[src/rtl/hw_lock_pkg.sv]
package hw_lock_pkg;
  localparam int unsigned DATA_W = 32;
  localparam int unsigned ADDR_W = 8;

  typedef enum logic [1:0] {
    SEL_NONE   = 2'd0,
    SEL_LOCK   = 2'd1,
    SEL_STATUS = 2'd2
  } sel_kind_e;

  typedef struct packed {
    sel_kind_e  kind;
    logic [5:0] idx;
  } sel_t;
endpackage

[src/rtl/hw_lock_decode.sv]
module hw_lock_decode
  import hw_lock_pkg::*;
#(
  parameter int unsigned NUM_LOCKS   = 15,
  parameter int unsigned STATUS_WORD = 16
) (
  input  logic [ADDR_W-1:0] addr,
  output sel_t              sel
);
  localparam int unsigned WORD_W = ADDR_W - 2;

  logic [WORD_W-1:0] word;

  always_comb begin
    word     = addr[ADDR_W-1:2];
    sel.kind = SEL_NONE;
    sel.idx  = '0;
    if (32'(word) < NUM_LOCKS) begin
      sel.kind = SEL_LOCK;
      sel.idx  = 6'(word);
    end else if (32'(word) == STATUS_WORD) begin
      sel.kind = SEL_STATUS;
    end
  end
endmodule

[src/rtl/hw_lock_cell.sv]
module hw_lock_cell (
  input  logic clk,
  input  logic rst_n,
  input  logic acquire,
  input  logic release_i,
  output logic held
);
  logic held_nxt;

  always_comb begin
    held_nxt = held;
    if (acquire)        held_nxt = 1'b1;
    else if (release_i) held_nxt = 1'b0;
  end

  always_ff @(posedge clk or negedge rst_n) begin
    if (!rst_n)                   held <= 1'b0;
    else if (acquire | release_i) held <= held_nxt;
  end

  p_no_dual_cmd_r7: assert property (@(posedge clk) disable iff (!rst_n)
    !(acquire && release_i));
  p_set_on_acquire_r3: assert property (@(posedge clk) disable iff (!rst_n)
    acquire |=> held);
  p_clear_on_release_r5: assert property (@(posedge clk) disable iff (!rst_n)
    release_i |=> !held);
  p_hold_when_idle_r7: assert property (@(posedge clk) disable iff (!rst_n)
    !(acquire || release_i) |=> $stable(held));
endmodule

[src/rtl/hw_lock_bank.sv]
module hw_lock_bank
  import hw_lock_pkg::*;
#(
  parameter int unsigned NUM_LOCKS   = 15,
  parameter int unsigned STATUS_WORD = 16
) (
  input  logic              clk,
  input  logic              rst_n,
  input  logic              req,
  input  logic              we,
  input  logic [ADDR_W-1:0] addr,
  input  logic [DATA_W-1:0] wdata,
  output logic              ack,
  output logic [DATA_W-1:0] rdata
);
  sel_t                 sel;
  logic [NUM_LOCKS-1:0] locks;
  logic [NUM_LOCKS-1:0] acq_vec;
  logic [NUM_LOCKS-1:0] rel_vec;
  logic [DATA_W-1:0]    rdata_nxt;
  logic                 rd_en;

  hw_lock_decode #(.NUM_LOCKS(NUM_LOCKS), .STATUS_WORD(STATUS_WORD)) i_dec (
    .addr (addr),
    .sel  (sel)
  );

  generate
    for (genvar g = 0; g < NUM_LOCKS; g++) begin : g_lock
      assign acq_vec[g] = req && !we && sel.kind == SEL_LOCK
                          && 32'(sel.idx) == g && !locks[g];
      assign rel_vec[g] = req && we && wdata[0] && sel.kind == SEL_LOCK
                          && 32'(sel.idx) == g;
      hw_lock_cell i_cell (
        .clk       (clk),
        .rst_n     (rst_n),
        .acquire   (acq_vec[g]),
        .release_i (rel_vec[g]),
        .held      (locks[g])
      );
    end
  endgenerate

  assign rd_en = req && !we;

  always_comb begin
    rdata_nxt = '0;
    if (rd_en) begin
      case (sel.kind)
        SEL_LOCK:   rdata_nxt[0] = !locks[sel.idx];
        SEL_STATUS: rdata_nxt[NUM_LOCKS-1:0] = locks;
        default:    rdata_nxt = '0;
      endcase
    end
  end

  always_ff @(posedge clk or negedge rst_n) begin
    if (!rst_n) begin
      ack   <= 1'b0;
      rdata <= '0;
    end else begin
      ack <= req;
      if (rd_en) rdata <= rdata_nxt;
    end
  end

  p_ack_follows_req_r8: assert property (@(posedge clk) disable iff (!rst_n)
    req |=> ack);
  p_no_spurious_ack_r8: assert property (@(posedge clk) disable iff (!rst_n)
    !req |=> !ack);
  p_upper_zero_r4: assert property (@(posedge clk) disable iff (!rst_n)
    (rd_en && sel.kind == SEL_LOCK) |=> rdata[DATA_W-1:1] == '0);
  p_win_sets_r9: assert property (@(posedge clk) disable iff (!rst_n)
    (rd_en && sel.kind == SEL_LOCK) |=> locks[$past(sel.idx)]);
  p_single_change_r7: assert property (@(posedge clk) disable iff (!rst_n)
    $countones(acq_vec | rel_vec) <= 1);
endmodule

[config.mk]
export PLATFORM = sky130hd
export DESIGN_NAME = hw_lock_bank
export DESIGN_NICKNAME = d
export VERILOG_FILES = /design/src/rtl/hw_lock_pkg.sv /design/src/rtl/hw_lock_decode.sv /design/src/rtl/hw_lock_cell.sv /design/src/rtl/hw_lock_bank.sv
export SDC_FILE = /design/constraint.sdc
export NUM_CORES = 1
export LEC_CHECK = 0
export ABC_AREA = 1
export BUFFER_PORTS_ARGS = -buffer_cell sky130_fd_sc_hd__buf_2
export CORE_MARGIN = 2
export CORE_UTILIZATION = 43
export CTS_CLUSTER_DIAMETER = 30
export DETAILED_ROUTE_END_ITERATION = 16
export GPL_TIMING_DRIVEN = 0
export HOLD_SLACK_MARGIN = 0.1
export MAX_ROUTING_LAYER = met4
export PLACE_DENSITY_LB_ADDON = 0.1
export SLEW_MARGIN = 25
export SYNTH_ARGS = -nofsm -noshare
export SYNTH_HDL_FRONTEND = slang
export SYNTH_SLANG_ARGS = --single-unit
export TNS_END_PERCENT = 20
[constraint.sdc]
create_clock -name clk -period 0.94 [get_ports clk]
set_input_delay 0.094 -clock clk [delete_from_list [all_inputs] [get_ports clk]]
set_output_delay 0.094 -clock clk [all_outputs]
set_load 0.005 [all_outputs]
==> out/metrics.yaml, run 1 <==
start_kind: "flip-flop"
rows: 24
detail_route.iter0.violations: 60
clock_power_share: 0.419
grt_max_degree: 32
nNetsFinal: 320
drc_errors: 0
ios: 77
hold_class: "input pin to flip-flop"
peakVddDrop_v: 0.000554
cts_buffer_depth: 2
r2r_slack_ns: -0.16
drt_first_pass_iters: 4
syn_inst: 210
synth_cell_types: 31
top_layer: "met4"
dr_wl_met2_um: 2200
max_stage_delay_ns: 0.34
whs_path_depth: 4
syn_to_final_growth_pct: 36.1
worst-path-max-fanout: 2
wl_met3_um: 217
rsz0062_at_grt: "yes"
fin_crit_sh: 1.17
outcome: "finished with violations"
synth_warnings: 0
p_sw_frac: 0.252
combinationalPowerShare: 0.152
place_hpwl_um: 3060
cts_made_buffers: 5
fmax_mhz: 907
coreArea_um2: 4290
ant_nets: 0
min_period_ns: 1.10
viasPerCell: 4.91
seq_power_share: 0.429
clkTransAtPathRegs_ns: 0.07
grt_pass1_vias: 1495
cts_tree: "yes"
netlist_area_um2: 1880
violations: "negative setup slack"
die_h_um: 70.1
holdPathEnd: "rdata[10]$_DFFE_PN0P_"
grt_overflow: 0
slowest_stage: "dfrtp_1"
critPathRequiredTime_ns: 1.12
num_antenna_cells: 0
globalplace.congestion: 0.958
cts_root_buf: "clkbuf_8"
finalHoldViolCount: 0
fillers: 383
setup_ws_ns: -0.162
final_common_cell: "buf_4"
antenna_found_initial: 0
ff2ff_path_depth: 9
place_ws_ns: -0.390
hold_ws_ns: 0.124
wirelength_um: 4460
track_usage: 0.197
synth_seq_cells: 31
tns_ns: -0.432
cts_sinks: 31
grt_pass1_wl_um: 7360
cpMostUsedCell: "nand2_1"
worstPathArrival_ns: 1.28
switchingPower_uw: 817
initial_utilization: 0.438
path_cells: "inv_2 > nand2_2 > nand4_1 > nor2_1 > nand3_1 > nand3_1 > nand2_1 > nand2_1 > nand2_1"
synth-seq-area-share: 0.413
powerDensity_nw_per_um2: 1270
layout_common_cells: "buf_4, dfrtp_1, nand2_1, buf_2, conb_1"
drive_gt1_frac: 0.448
vias: 1616
drv_slew: 0
p_int_uw: 2430
port-buffer-count: 25
end_kind: "flip-flop"
die_area_um2: 4920
worstReg2RegEnd: "rdata[0]$_DFFE_PN0P_"
met1_length_um: 1970
min_from: "we"
setup_viol: 10
die_x_um: 70.1
p_leak_uw: 0.00126
worst_skew_pair.late_latency_ns: 0.29
critPathLaunch: "g_lock[4].i_cell.held$_DFFE_PN0P_"
criticalPathCategory: "flip-flop to flip-flop"
wl_per_cell_um: 13.6
avgSynthCellArea_um2: 8.95
p_total_uw: 3250
rr_startpoint: "g_lock[4].i_cell.held$_DFFE_PN0P_"
fin_skew_ns: 0.00263
maxCapViolCount: 0
cts_max_level: 2
[how the worst max path moves through the flow]
stage,endpoint,slack (ns),cells past startpoint
after floorplan,g_lock[10].i_cell.held$_DFFE_PN0P_,-0.12,10
after global placement,g_lock[11].i_cell.held$_DFFE_PN0P_,-0.39,9
after detailed placement,g_lock[11].i_cell.held$_DFFE_PN0P_,-0.39,9
after CTS,rdata[0]$_DFFE_PN0P_,-0.14,9
after global routing,rdata[0]$_DFFE_PN0P_,-0.25,9
final,rdata[0]$_DFFE_PN0P_,-0.16,9
[per-stage QoR]
step / instances / instance area, um^2 / utilization
after floorplan: 226 / 1980 / -
after global placement: 303 / 2170 / 0.505
after detailed placement: 303 / 2170 / 0.505
after CTS: 319 / 2380 / 0.553
after global routing: 329 / 2560 / 0.596
final: 329 / 2560 / 0.596
[layer usage]
metal / up-vias / track usage
li1: 812 / -
met1: 757 / 0.257
met2: 39 / 0.301
met3: 8 / 0.0447
met4: 0 / 0.0769
met5: - / -
[area by class of cell]
cell class                      count  area [um^2]  area share
Buffer                             23          203      0.0793
Clock buffer                        6         82.6      0.0323
Clock inverter                      2         35.0      0.0137
Inverter                           28          113      0.0440
Multi-Input combinational cell    144          986       0.386
Sequential cell                    31          776       0.303
Tap cell                           52         65.1      0.0254
Timing Repair Buffer               43          298       0.116
[critical path: cells and delay by family, from the launching register on]
family | cells | cell delay, ns
and+or+nand+nor | 8 | 0.61
buffers and inverters | 1 | 0.05
DFF | 1 | 0.34
[repair_timing]
item / CTS / global route
endpoints found under the setup margin: 24 / 60
hold buffers: 2 / 0
hold endpoints to repair: 32 / 0
gates resized for setup: 10 / 26
pin swaps: 5 / 7
cloned: 0 / 1
setup buffers: 6 / 9
[sequential cells by signal, indices dropped and copies added, names as in the netlist]
signal              flops
g_lock.i_cell.held     15
rdata                  15
ack                     1
[Yosys cell counts (all sizes together)]
cell | number | area [um^2]
o32ai | 6 | 52.6
o21ai | 7 | 35.0
a21oi | 5 | 25.0
nand3 | 12 | 70.1
nand3b | 1 | 20.0
clkinv | 1 | 3.75
conb | 1 | 3.75
clkbuf | 1 | 3.75
inv | 27 | 101
nor2 | 22 | 125
a41oi | 1 | 8.76
a31oi | 5 | 31.3
buf | 22 | 171
or2 | 1 | 6.26
o31ai | 10 | 158
a22o | 1 | 8.76
nor3 | 11 | 66.3
nand2 | 37 | 156
dfrtp | 31 | 776
nand4 | 8 | 56.3
[power by group through the flow]
stage	logic [uW]	clock network (uW)	registers (uW)
floorplan	289	0	1410
global placement	412	0	1410
detailed placement	412	0	1420
CTS	439	1380	1390
global route	545	1450	1400
finish	494	1360	1390
[kinds of logic (layout without fill, tap and decap cells)]
| family | Yosys count | after routing | synth area share |
|---|---|---|---|
| other | 1 | 17 | 0.00200 |
| AOI/OAI and AO/OA | 35 | 35 | 0.170 |
| DFF | 31 | 31 | 0.413 |
| buffers and inverters | 51 | 102 | 0.149 |
| and+or+nand+nor | 92 | 92 | 0.266 |
Note: power is estimated with default switching activity, not from simulation.
==> inputs of run 2 (changes only) <==
--- a/config.mk
+++ b/config.mk
@@ -7,14 +7,17 @@
 export LEC_CHECK = 0
 export ABC_AREA = 1
 export BUFFER_PORTS_ARGS = -buffer_cell sky130_fd_sc_hd__buf_2
+export CELL_PAD_IN_SITES_DETAIL_PLACEMENT = 1
+export CELL_PAD_IN_SITES_GLOBAL_PLACEMENT = 2
 export CORE_MARGIN = 2
-export CORE_UTILIZATION = 43
+export CORE_UTILIZATION = 24
 export CTS_CLUSTER_DIAMETER = 30
 export DETAILED_ROUTE_END_ITERATION = 16
 export GPL_TIMING_DRIVEN = 0
 export HOLD_SLACK_MARGIN = 0.1
 export MAX_ROUTING_LAYER = met4
 export PLACE_DENSITY_LB_ADDON = 0.1
+export RECOVER_POWER = 100
 export SLEW_MARGIN = 25
 export SYNTH_ARGS = -nofsm -noshare
 export SYNTH_HDL_FRONTEND = slang
==> run 2 against run 1 <==
  * Power decreased by 11%
  * Fmax rose by 1.9%
  * Clock skew hardly changed
  * Routed wire length grew 17%
  * Utilization down 27 points
  * Critical endpoint unchanged
  * The flow finishes with violations (negative hold slack, negative setup slack)
  * Non-clock buffer count down 3
  * Setup slack better by 0.021 ns
==> out/metrics.yaml, run 2 (synthesized netlist as in run 1, its figures left out) <==
outcome: "finished with violations"
violations: "negative hold slack, negative setup slack"
die_area_um2: 8550
tightest_slew_ns: 0.811
clock_power_share: 0.350
cts_buffer_depth: 2
worst-path-max-fanout: 2
viasPerCell: 4.36
rr_startpoint: "g_lock[4].i_cell.held$_DFFE_PN0P_"
grt_pass1_wl_um: 8820
p_sw_frac: 0.279
largest_registers: "g_lock.i_cell.held (15), rdata (15), ack (1)"
path_cells: "inv_2 > nand2_2 > nand4_1 > nor2_1 > nand3_1 > nand3_1 > nand2_1 > nand2_1 > nand2_1"
clkTransAtPathRegs_ns: 0.06
nNetsFinal: 317
syn_to_final_growth_pct: 32.1
grt_max_degree: 32
cts_root_buf: "clkbuf_8"
p_int_uw: 2070
finalHoldViolCount: 31
grt_pass1_vias: 1655
stdcell_area_um2: 2480
seq_power_share: 0.484
num_antenna_cells: 0
drv_slew: 0
tns_ns: -0.857
drive_gt1_frac: 0.394
setup_viol: 13
die_x_um: 92.5
fillers: 936
peakVddDrop_v: 0.000323
coreArea_um2: 7650
path_buf_inv: 1
min_period_ns: 1.08
rsz0062_at_grt: "yes"
cts_made_buffers: 5
cts_tree: "yes"
worstPathArrival_ns: 1.25
max_stage_delay_ns: 0.34
track_usage: 0.137
grt_overflow: 0
setup_ws_ns: -0.142
worst_skew_pair.late_latency_ns: 0.28
layout_common_cells: "dfrtp_1, buf_4, nand2_1, buf_2, conb_1"
cts_sinks: 31
fmax_mhz: 925
p_leak_uw: 0.00119
maxCapViolCount: 0
ff2ff_path_depth: 9
cp_top_family: "simple AND/OR/NAND/NOR gates"
ant_nets: 0
end_kind: "flip-flop"
globalplace.congestion: 0.832
drt_first_pass_iters: 4
fin_crit_sh: 1.15
cpMostUsedCell: "nand2_1"
detail_route.iter0.violations: 66
slowest_stage: "dfrtp_1"
worstReg2RegEnd: "rdata[0]$_DFFE_PN0P_"
drc_errors: 0
r2r_slack_ns: -0.14
multiInputGateArea_um2: 950
slew-limit-headroom: 0.459
criticalPathCategory: "flip-flop to flip-flop"
port-buffer-count: 25
ios: 77
hold_ws_ns: -0.103
hold_class: "input pin to asynchronous set/reset pin"
powerDensity_nw_per_um2: 1160
start_kind: "flip-flop"
switchingPower_uw: 803
fin_skew_ns: 0.00246
critPathRequiredTime_ns: 1.11
placed_cell_area_um2: 2230
vias: 1639
final_common_cell: "dfrtp_1"
ctsHoldBuffers: 1
wirelength_um: 5220
die_h_um: 92.5
wl_per_cell_um: 13.9
initial_utilization: 0.246
p_total_uw: 2870
layout.area.seq_um2: 776
rows: 32
place_hpwl_um: 3910
antenna_found_initial: 0
cts_max_level: 2
combinationalPowerShare: 0.166
-- run 2: cell type report --
cell class                 count  area share
multi-input combinational    144       0.383
sequential                    31       0.313
timing repair buffer          40      0.0968
buffer                        23      0.0806
tap                          102      0.0514
inverter                      28      0.0433
clock buffer                   7      0.0307
clock inverter                 1     0.00202
-- run 2: what timing repair did --
action,in CTS,in global routing
hold endpoints to repair,32,31
gates cloned,0,0
buffers inserted,9,5
resized for setup,9,13
pin swaps,9,12
setup endpoints to repair,30,26
-- run 2: worst max path at each step --
stage | from | endpoint | cells after the start | slack (ns)
after CTS | g_lock[1].i_cell.held$_DFFE_PN0P_ | rdata[0]$_DFFE_PN0P_ | 9 | -0.14
after global placement | req | g_lock[11].i_cell.held$_DFFE_PN0P_ | 9 | -0.50
after global routing | g_lock[13].i_cell.held$_DFFE_PN0P_ | rdata[0]$_DFFE_PN0P_ | 7 | -0.30
after floorplan | addr[2] | g_lock[10].i_cell.held$_DFFE_PN0P_ | 10 | -0.12
after detailed placement | req | g_lock[11].i_cell.held$_DFFE_PN0P_ | 9 | -0.54
final | g_lock[4].i_cell.held$_DFFE_PN0P_ | rdata[0]$_DFFE_PN0P_ | 9 | -0.14
-- run 2: through the flow --
step,std cells,hold slack (ns),utilization,setup slack [ns]
after floorplan,226,-0.202,-,-0.119
after global placement,353,0.209,0.292,-0.499
after detailed placement,353,0.209,0.292,-0.537
after CTS,371,-0.0957,0.314,-0.136
after global routing,376,-0.0403,0.325,-0.299
final,376,-0.103,0.325,-0.142
-- run 2: power by group through the flow --
stage          Combinational [uW]  Clock [uW]  Sequential (uW)
2_1_floorplan                 289           0             1410
3_3_place_gp                  431           0             1410
3_5_place_dp                  433           0             1420
4_1_cts                       461        1060             1390
5_1_grt                       534        1120             1390
6_report                      477        1010             1390
-- run 2: per-layer routing --
| metal | wire length, um | GRT usage |
|---|---|---|
| met1 | 2440 | 0.181 |
| met2 | 2530 | 0.218 |
| met3 | 180 | 0.0220 |
| met4 | 71 | 0.0373 |
| met5 | 0 | - |
==> inputs of run 3 (changes only) <==
--- a/config.mk
+++ b/config.mk
@@ -5,7 +5,6 @@
 export SDC_FILE = /design/constraint.sdc
 export NUM_CORES = 1
 export LEC_CHECK = 0
-export ABC_AREA = 1
 export BUFFER_PORTS_ARGS = -buffer_cell sky130_fd_sc_hd__buf_2
 export CELL_PAD_IN_SITES_DETAIL_PLACEMENT = 1
 export CELL_PAD_IN_SITES_GLOBAL_PLACEMENT = 2
==> run 3 against run 2 <==
  * The flow finishes with violations (negative setup slack)
  * Clock skew grew 0.0060 ns
  * Register-to-register slack lost 0.27 ns
  * Sequential power rose by 4%
  * Setup slack got worse by 0.27 ns
  * Utilization rose by 4.3 points
  * Final cell count is 16% lower
  * Cell area is 1.1% lower
  * Synthesized cell count fell by 20%
  * Power up 4.6%
==> out/metrics.yaml, run 3 <==
initial_utilization: 0.245
num_antenna_cells: 0
rr_startpoint: "g_lock[14].i_cell.held$_DFFE_PN0P_"
globalplace.congestion: 0.829
syn_to_final_growth_pct: 50.1
cts_sinks: 31
vias: 1531
synth_ff_type: "dfrtp_1"
place_ws_ns: -0.729
synth-compound-area-share: 0.239
p_sw_frac: 0.285
ff2ff_path_depth: 5
synth_cell_types: 40
peakVddDrop_v: 0.000458
cts_root_buf: "clkbuf_8"
cts_buffer_depth: 2
drc_errors: 0
cts_tree: "yes"
coreArea_um2: 6680
syn_inst: 168
end_kind: "flip-flop"
wl_per_cell_um: 16.7
yosys-mux-area-fraction: 0.0183
synth_commonest_cells: "dfrtp_1, buf_4, a22o_1, o21ai_1, nand2_1"
grt_pass1_wl_um: 8000
detail_route.iter0.violations: 44
worst_skew_pair.late_latency_ns: 0.28
nNetsFinal: 278
drive_gt1_frac: 0.451
die_h_um: 86.6
synth_xor_area_frac: 0
synth_largest_area_cell: "dfrtp_1"
combinationalPowerShare: 0.180
min_period_ns: 1.35
powerDensity_nw_per_um2: 1220
die_x_um: 86.6
drv_slew: 0
drt_first_pass_iters: 4
synth.most_common_cell: "dfrtp_1"
viasPerCell: 4.86
clock_power_share: 0.340
synthSimpleGateAreaFrac: 0.155
outcome: "finished with violations"
r2r_slack_ns: -0.41
setup_ws_ns: -0.407
final_common_cell: "buf_4"
grt_pass1_vias: 1506
seq_power_share: 0.480
worstReg2RegEnd: "rdata[0]$_DFFE_PN0P_"
min_from: "req"
netlist_area_um2: 1640
fmax_mhz: 742
holdPathEnd: "g_lock[6].i_cell.held$_DFFE_PN0P_"
track_usage: 0.146
die_area_um2: 7500
stdcell_area_um2: 2460
rsz0062_at_grt: "yes"
tns_ns: -1.99
synthTopCellsByArea: "dfrtp_1, buf_4, a22o_1"
switchingPower_uw: 857
antenna_found_initial: 0
yosysTopAreaCellShare: 0.474
clkTransAtPathRegs_ns: 0.07
maxCapViolCount: 0
finalHoldViolCount: 0
rows: 30
place_hpwl_um: 3570
hold_class: "input pin to flip-flop"
whs_path_depth: 3
placed_cell_area_um2: 1970
layout_common_cells: "buf_4, dfrtp_1, conb_1, buf_2, a22o_1"
port-buffer-count: 26
fin_skew_ns: 0.00845
largest_registers: "g_lock.i_cell.held (15), rdata (15), ack (1)"
criticalPathCategory: "flip-flop to flip-flop"
grt_overflow: 0
p_total_uw: 3010
cts_made_buffers: 5
cts_max_level: 2
critPathRequiredTime_ns: 1.14
worst-path-max-fanout: 2
grt_max_degree: 32
wirelength_um: 5260
ant_nets: 0
synth_top_family_by_area: "compound AO/OA/AOI/OAI gates"
avgSynthCellArea_um2: 9.74
fin_crit_sh: 1.43
finalCoreUtilization: 0.368
synth_warnings: 0
ios: 77
violations: "negative setup slack"
synth_seq_cells: 31
worstPathArrival_ns: 1.54
p_int_uw: 2150
p_leak_uw: 0.00113
synth-edff-count: 0
synth-seq-area-share: 0.474
async_flop_share: 1.00
synthAdderAreaFrac: 0
start_kind: "flip-flop"
setup_viol: 21
run 3: cells by family after synthesis:
logic type	after synthesis
compound gates	58
buf+inv	29
flops	31
mux	3
other cells	1
simple gates	46
run 3: critical path, stage by stage, from the launching register on:
cell and delay [ns]:
dfrtp_1 0.39, mux2i_1 0.18, o2bb2ai_2 0.10, a2111oi_4 0.37
o41ai_2 0.13, o2111ai_1 0.09
run 3: how the worst max path moves through the flow:
stage                                  startpoint                            endpoint  slack [ns]
2_1_floorplan                             addr[7]  g_lock[11].i_cell.held$_DFFE_PN0P_       -0.30
3_3_place_gp                              addr[7]                rdata[0]$_DFFE_PN0P_       -0.75
3_5_place_dp                              addr[7]                rdata[0]$_DFFE_PN0P_       -0.73
4_1_cts        g_lock[11].i_cell.held$_DFFE_PN0P_                rdata[0]$_DFFE_PN0P_       -0.37
5_1_grt        g_lock[14].i_cell.held$_DFFE_PN0P_                rdata[0]$_DFFE_PN0P_       -0.48
6_report       g_lock[14].i_cell.held$_DFFE_PN0P_                rdata[0]$_DFFE_PN0P_       -0.41
run 3: power by group through the flow:
stage / combinational [uW] / clock (uW) / sequential, uW
floorplan: 252 / 0 / 1450
finish: 541 / 1020 / 1440
detailed placement: 381 / 0 / 1470
CTS: 472 / 1050 / 1440
global route: 599 / 1110 / 1450
global placement: 377 / 0 / 1470
run 3: stage by stage:
| stage | cells | hold slack, ns |
|---|---|---|
| finish | 315 | 0.163 |
| global route | 315 | 0.159 |
| CTS | 310 | 0.154 |
| detailed placement | 290 | 0.199 |
| global placement | 290 | 0.178 |
| floorplan | 184 | -0.202 |
run 3: cell type report:
class	count	area [um^2]
Sequential cell	31	776
Timing Repair Buffer	44	307
Clock inverter	1	5.00
Clock buffer	7	76.3
Tap cell	80	100
Buffer	25	211
Fill cell	778	4230
Inverter	3	11.3
Multi-Input combinational cell	124	970
run 3: layer usage:
metal	vias up	GRT usage	wire, um
met5	-	-	0
met4	0	0.0554	114
met3	11	0.0276	124
met2	26	0.231	2720
met1	765	0.185	2300
li1	729	-	-
run 3: repair_timing:
action | CTS | global route
pin swaps | 9 | 12
cloned | 1 | 1
resized for setup | 40 | 30
endpoints found under the setup margin | 30 | 61
buffers inserted | 9 | 6
endpoints found under the hold margin | 35 | 0
hold buffers | 3 | 0
